===== config.mk =====
export PLATFORM = sky130hd
export DESIGN_NAME = be_lane_bridge
export DESIGN_NICKNAME = d
export VERILOG_FILES = /design/src/rtl/be_bridge_pkg.sv /design/src/rtl/be_wr_lane_map.sv /design/src/rtl/be_rd_steer.sv /design/src/rtl/be_xfer_ctrl.sv /design/src/rtl/be_lane_bridge.sv
export SDC_FILE = /design/constraint.sdc
export NUM_CORES = 1
export LEC_CHECK = 0
export ABC_AREA = 1
export BUFFER_PORTS_ARGS = -buffer_cell sky130_fd_sc_hd__buf_2
export CORE_MARGIN = 4
export CORE_UTILIZATION = 52
export CTS_BUF_LIST = sky130_fd_sc_hd__clkbuf_8
export DETAILED_ROUTE_END_ITERATION = 10
export HOLD_SLACK_MARGIN = 0.15
export PLACE_DENSITY = 0.83
export SLEW_MARGIN = 25
export SYNTH_ARGS = -nofsm -noshare
export SYNTH_HDL_FRONTEND = slang
export SYNTH_HIERARCHICAL = 1
export SYNTH_SLANG_ARGS = --single-unit

===== constraint.sdc =====
create_clock -name clk -period 2.1 [get_ports clk]
set_input_delay 0.105 -clock clk [delete_from_list [all_inputs] [get_ports clk]]
set_output_delay 0.105 -clock clk [all_outputs]
set_load 0.03 [all_outputs]

===== src/rtl/be_bridge_pkg.sv =====
package be_bridge_pkg;
  typedef enum logic [1:0] {
    XS_IDLE = 2'd0,
    XS_ADDR = 2'd1,
    XS_WAIT = 2'd2,
    XS_GAP  = 2'd3
  } xfer_state_e;
endpackage


===== src/rtl/be_wr_lane_map.sv =====
module be_wr_lane_map #(
  parameter int DATA_W = 32,
  localparam int LANES = DATA_W / 8,
  localparam int OFS_W = $clog2(LANES)
) (
  input  logic              port8,
  input  logic              wr,
  input  logic [OFS_W-1:0]  ofs,
  input  logic [DATA_W-1:0] be_wdata,
  input  logic [LANES-1:0]  be_wbe_n,
  output logic [DATA_W-1:0] le_wdata,
  output logic [LANES-1:0]  le_be_n
);
  for (genvar g = 0; g < LANES; g++) begin : g_lane
    // mirrored lane for wide ports, steered top byte for narrow ports
    assign le_wdata[g*8 +: 8] = port8
      ? ((ofs == OFS_W'(g)) ? be_wdata[DATA_W-8 +: 8] : 8'h00)
      : be_wdata[(LANES-1-g)*8 +: 8];
    assign le_be_n[g] = port8
      ? (ofs != OFS_W'(g))
      : (wr ? be_wbe_n[LANES-1-g] : 1'b0);
  end
endmodule


===== src/rtl/be_rd_steer.sv =====
module be_rd_steer #(
  parameter int DATA_W = 32,
  localparam int LANES = DATA_W / 8,
  localparam int OFS_W = $clog2(LANES)
) (
  input  logic              port8,
  input  logic [OFS_W-1:0]  ofs,
  input  logic [DATA_W-1:0] le_rdata,
  output logic [DATA_W-1:0] be_rdata
);
  logic [DATA_W-1:0] wide_rd;

  for (genvar g = 0; g < LANES; g++) begin : g_mirror
    assign wide_rd[(LANES-1-g)*8 +: 8] = le_rdata[g*8 +: 8];
  end

  always_comb begin
    if (port8) begin
      be_rdata = '0;
      be_rdata[DATA_W-8 +: 8] = le_rdata[ofs*8 +: 8];
    end else begin
      be_rdata = wide_rd;
    end
  end
endmodule


===== src/rtl/be_xfer_ctrl.sv =====
module be_xfer_ctrl
  import be_bridge_pkg::*;
#(
  parameter int TIMEOUT_CYCLES = 64,
  localparam int CNT_W = $clog2(TIMEOUT_CYCLES + 1)
) (
  input  logic clk,
  input  logic rst,
  input  logic req,
  input  logic rdy_n,
  output logic accept,
  output logic capture,
  output logic busy,
  output logic ads_n,
  output logic done,
  output logic err
);
  xfer_state_e state;
  logic [CNT_W-1:0] wait_cnt;

  assign busy    = (state == XS_ADDR) || (state == XS_WAIT);
  assign accept  = (state == XS_IDLE) && req;
  assign capture = busy && !rdy_n;

  always_ff @(posedge clk) begin
    if (rst) begin
      state    <= XS_IDLE;
      ads_n    <= 1'b1;
      done     <= 1'b0;
      err      <= 1'b0;
      wait_cnt <= '0;
    end else begin
      done <= 1'b0;
      err  <= 1'b0;
      unique case (state)
        XS_IDLE: begin
          if (req) begin
            state    <= XS_ADDR;
            ads_n    <= 1'b0;
            wait_cnt <= '0;
          end
        end
        XS_ADDR, XS_WAIT: begin
          ads_n <= 1'b1;
          if (!rdy_n) begin
            done  <= 1'b1;
            state <= XS_GAP;
          end else if (wait_cnt == CNT_W'(TIMEOUT_CYCLES - 1)) begin
            done  <= 1'b1;
            err   <= 1'b1;
            state <= XS_GAP;
          end else begin
            wait_cnt <= wait_cnt + 1'b1;
            state    <= XS_WAIT;
          end
        end
        XS_GAP: state <= XS_IDLE;
        default: state <= XS_IDLE;
      endcase
    end
  end


  ads_one_clk_chk: assert property (@(posedge clk) disable iff (rst)
    !ads_n |=> ads_n);

  done_after_rdy_chk: assert property (@(posedge clk) disable iff (rst)
    (busy && !rdy_n) |=> (done && !err));

  done_pulse_chk: assert property (@(posedge clk) disable iff (rst)
    done |=> !done);

  no_accept_in_gap_chk: assert property (@(posedge clk) disable iff (rst)
    done |=> ads_n);

  err_with_done_chk: assert property (@(posedge clk) disable iff (rst)
    err |-> done);
endmodule


===== src/rtl/be_lane_bridge.sv =====
module be_lane_bridge #(
  parameter int ADDR_W         = 32,
  parameter int DATA_W         = 32,
  parameter int TIMEOUT_CYCLES = 64,
  localparam int LANES = DATA_W / 8,
  localparam int OFS_W = $clog2(LANES)
) (
  input  logic                clk,
  input  logic                rst,
  input  logic                cpu_req,
  input  logic                cpu_wr,
  input  logic                cpu_port8,
  input  logic [ADDR_W-1:0]   cpu_addr,
  input  logic [DATA_W-1:0]   cpu_wdata,
  input  logic [LANES-1:0]    cpu_wbe_n,
  output logic [DATA_W-1:0]   cpu_rdata,
  output logic                cpu_done,
  output logic                cpu_err,
  output logic [ADDR_W-OFS_W-1:0] slave_addr,
  output logic                slave_wr,
  output logic                slave_ads_n,
  output logic [LANES-1:0]    slave_be_n,
  output logic [DATA_W-1:0]   slave_wdata,
  input  logic [DATA_W-1:0]   slave_rdata,
  input  logic                slave_rdy_n
);
  logic accept, capture, busy;
  logic port8_q;
  logic [OFS_W-1:0] ofs_q;
  logic [DATA_W-1:0] map_wdata, steer_rdata;
  logic [LANES-1:0]  map_be_n;

  be_xfer_ctrl #(.TIMEOUT_CYCLES(TIMEOUT_CYCLES)) ctrl_i (
    .clk(clk), .rst(rst), .req(cpu_req), .rdy_n(slave_rdy_n),
    .accept(accept), .capture(capture), .busy(busy),
    .ads_n(slave_ads_n), .done(cpu_done), .err(cpu_err)
  );

  be_wr_lane_map #(.DATA_W(DATA_W)) wmap_i (
    .port8(cpu_port8), .wr(cpu_wr), .ofs(cpu_addr[OFS_W-1:0]),
    .be_wdata(cpu_wdata), .be_wbe_n(cpu_wbe_n),
    .le_wdata(map_wdata), .le_be_n(map_be_n)
  );

  be_rd_steer #(.DATA_W(DATA_W)) rsteer_i (
    .port8(port8_q), .ofs(ofs_q), .le_rdata(slave_rdata),
    .be_rdata(steer_rdata)
  );

  always_ff @(posedge clk) begin
    if (rst) begin
      port8_q     <= 1'b0;
      ofs_q       <= '0;
      slave_addr  <= '0;
      slave_wr    <= 1'b0;
      slave_be_n  <= '1;
      slave_wdata <= '0;
      cpu_rdata   <= '0;
    end else begin
      if (accept) begin
        port8_q     <= cpu_port8;
        ofs_q       <= cpu_addr[OFS_W-1:0];
        slave_addr  <= cpu_addr[ADDR_W-1:OFS_W];
        slave_wr    <= cpu_wr;
        slave_be_n  <= map_be_n;
        slave_wdata <= map_wdata;
      end
      if (capture) cpu_rdata <= steer_rdata;
    end
  end


  narrow_be_onehot_chk: assert property (@(posedge clk) disable iff (rst)
    (!slave_ads_n && port8_q) |-> ($countones(~slave_be_n) == 1));

  wide_read_full_chk: assert property (@(posedge clk) disable iff (rst)
    (!slave_ads_n && !port8_q && !slave_wr) |-> (slave_be_n == '0));

  addr_hold_chk: assert property (@(posedge clk) disable iff (rst)
    (busy && slave_ads_n) |-> ($stable(slave_addr) && $stable(slave_be_n)));

  narrow_rd_upper_zero_chk: assert property (@(posedge clk) disable iff (rst)
    (cpu_done && port8_q && !cpu_err) |-> (cpu_rdata[DATA_W-9:0] == '0));
endmodule


==> impl_metrics.json <==
{
  "status": "completed",
  "grt_pass1_vias": 6607,
  "drt-initial-drc-count": 661,
  "yosys-top-cells-count": "nand2_1, nor2_1, inv_1",
  "antenna_found_initial": 1,
  "drt.antenna.violating_nets": 0,
  "routed_wl_um": 20020,
  "path_clk_slew_ns": 0.07,
  "maxSlewViolCount": 0,
  "synth_top_area_share_pct": 38.89,
  "cts_hold_buf": 110,
  "power.share.clock_pct": 21.7,
  "slew_headroom_pct": 51.19,
  "core-area_um2": 10940,
  "min_path_type": "in2reg",
  "synth_edf_count": 0,
  "ir_drop_mv": 0.9758,
  "final_nets": 1368,
  "start_kind": "flip-flop",
  "finish.utilization_pct": 76.46,
  "place_congestion": 0.8806,
  "sequentialPowerShare_pct": 30.5,
  "hpwl_um": 10910,
  "total_power_uw": 10850,
  "setup_viol": 0,
  "root_buffer": "clkbuf_8",
  "die_w_um": 114.2,
  "cts.sinks": 114,
  "worstPathRequired_ns": 2.47,
  "cts_max_level": 4,
  "design_area_um2": 8362,
  "num_rows": 38,
  "yosys-top-cells-area": "dfxtp_1, nand2_1, nor2_1, inv_1, buf_6",
  "fin_crit_sh_pct": 90.83,
  "portBuffers": 207,
  "critPathMaxStageDelay_ns": 0.55,
  "p_sw_uw": 4861,
  "die_h_um": 114.2,
  "avgViaCountPerCell": 4.812,
  "ys_ff_latch": 114,
  "switching_share_pct": 44.81,
  "ys.flop_type": "dfxtp_1",
  "skew_ns": 0.009601,
  "fmax_ghz": 0.5243,
  "grt_max_degree": 69,
  "post_cts_buffers": 0,
  "clk_latency_ns": 0.42,
  "rsz0062_at_grt": "false",
  "synth_cells": 959,
  "synthesis.nets": 1068,
  "grt_util_all_layers_pct": 30.25,
  "worstSetupPathType": "reg2reg",
  "synth_most_common_cell": "nand2_1",
  "synth_warnings": 6,
  "leakagePower_uw": 0.004715,
  "yosysTopAreaCell": "dfxtp_1",
  "power.share.combinational_pct": 47.8,
  "clk_path_buf_depth": 2,
  "cts_tree": "yes",
  "crit_path_end_kind": "flip-flop",
  "worst_pin_slew_ns": 0.7321,
  "initial_core_util_pct": 53.66,
  "final_layout_size_suffix_gt1_share_pct": 20.46,
  "hold_violations": 0,
  "power.internal_uw": 5988,
  "area.growth.synth_to_final_pct": 42.49,
  "cts_buffers": 17,
  "grt_overflow_total": 0,
  "place_area_um2": 6808,
  "seq_area_frac_synth_pct": 38.89,
  "path_cells": "inv_1 > ha_1 > inv_4 > nor2_1 > inv_1 > a21oi_1 > dlygate4sd3_1",
  "crit_slowest_cell": "dlygate4sd3_1",
  "period_minus_slack_ns": 1.907,
  "via_count": 6795,
  "cp_max_fo": 7,
  "synth.cell_area_um2": 5868,
  "syn_avg_cell_area_um2": 6.119,
  "cts_resized": 0,
  "die_area_um2": 13050,
  "crit_top_cell": "inv_1",
  "synth_cell_types": 22,
  "first_pass_iters": 5,
  "grt_pass1_wl_um": 31530,
  "power_density_nw_per_um2": 1297,
  "wl_per_cell_um": 14.18,
  "fin_setup_tns_ns": 0,
  "io_pins": 208,
  "worstPathArrival_ns": 2.28,
  "async_flop_share_pct": 0,
  "fill_cells": 791,
  "maxCapViolCount": 0,
  "drc_errors": 0
}
-- cell usage in the layout, fill, tap and decap left out, drive strengths merged --
master	instances
a21oi	5
buf	215
bufinv	5
clkbuf	19
clkinv	5
clkinvlp	1
dfxtp	114
diode	1
dlygate4sd3	110
ha	3
inv	164
nand2	324
nand3	22
nand3b	1
nand4	6
nor2	243
nor3	1
o21ai	31
o21bai	2
-- power by group through the flow --
stage                     Clock (µW)  Combinational (µW)  Sequential (µW)
after floorplan                    0                2590             4550
after global placement             0                4770             3290
after detailed placement           0                4850             3310
after CTS                       2380                5040             3270
after global routing            2500                5690             3380
final                           2350                5190             3310
-- flip-flops by register name, indices dropped and copies added, names as in the netlist --
register,count
ctrl_i/done,1
slave_wdata,32
ctrl_i/err,1
slave_wr,1
ofs_q,2
ctrl_i/state,2
ctrl_i/wait_cnt,7
port8_q,1
slave_be_n,4
slave_addr,30
ctrl_i/ads_n,1
cpu_rdata,32
-- worst max-delay path: cells and delay by family, from the launching register on --
family                   cells  cell delay, ns
AO/OA/AOI/OAI                1            0.12
adder cells (fa/ha/maj)      1            0.46
buffers and inverters        4            0.78
flip-flops                   1            0.34
AND/OR/NAND/NOR              1            0.15
-- metrics by stage --
step	std cells	worst slack [ns]	hold slack (ns)
after global routing	1412	0.03775	0.2460
final	1412	0.1926	0.2395
after detailed placement	1270	0.3399	0.3547
after floorplan	959	0.5361	0.1741
after CTS	1411	0.2171	0.2023
after global placement	1270	0.4052	0.3476
-- metal layers --
metal,up-vias,GRT usage (%),wire length (µm)
met5,-,0,0
met4,0,16.55,962
met3,93,9.831,1811
met2,396,53.63,9978
met1,2928,31.48,7264
li1,3378,-,-
-- cells by family (layout without fill, tap and decap cells) --
logic type	count (synthesis)	in the layout	synth area share (%)
AND/OR/NAND/NOR	597	597	39.94
buffers and inverters	207	519	16.82
flip-flops	114	114	38.89
AO/OA/AOI/OAI	38	38	3.710
adder cells (fa/ha/maj)	3	3	0.6397
other	0	1	0
-- path summary, 6_finish.rpt --
check,to,slack [ns],from,cells past startpoint
worst max register to register,ctrl_i/state[1]$_SDFFE_PP0P_,0.19,ctrl_i/state[0]$_SDFFE_PP0P_,7
worst min-delay path,slave_wdata[15]$_SDFFE_PP0P_,0.24,cpu_wdata[23],7
worst max-delay path,ctrl_i/state[1]$_SDFFE_PP0P_,0.19,ctrl_i/state[0]$_SDFFE_PP0P_,7
worst min register to register,slave_be_n[3]$_SDFFE_PP1P_,0.46,slave_be_n[3]$_SDFFE_PP1P_,2
-- layout make-up --
class | count | area [µm²] | area share [%]
clock buffer | 19 | 261.5 | 3.127
sequential | 114 | 2282 | 27.29
multi-input combinational | 638 | 2599 | 31.08
tap | 140 | 175.2 | 2.095
clock inverter | 12 | 188.9 | 2.259
antenna | 1 | 2.502 | 0.02993
timing repair buffer | 325 | 2235 | 26.72
inverter | 163 | 618.1 | 7.392
Power figures use the tool's default switching activity.
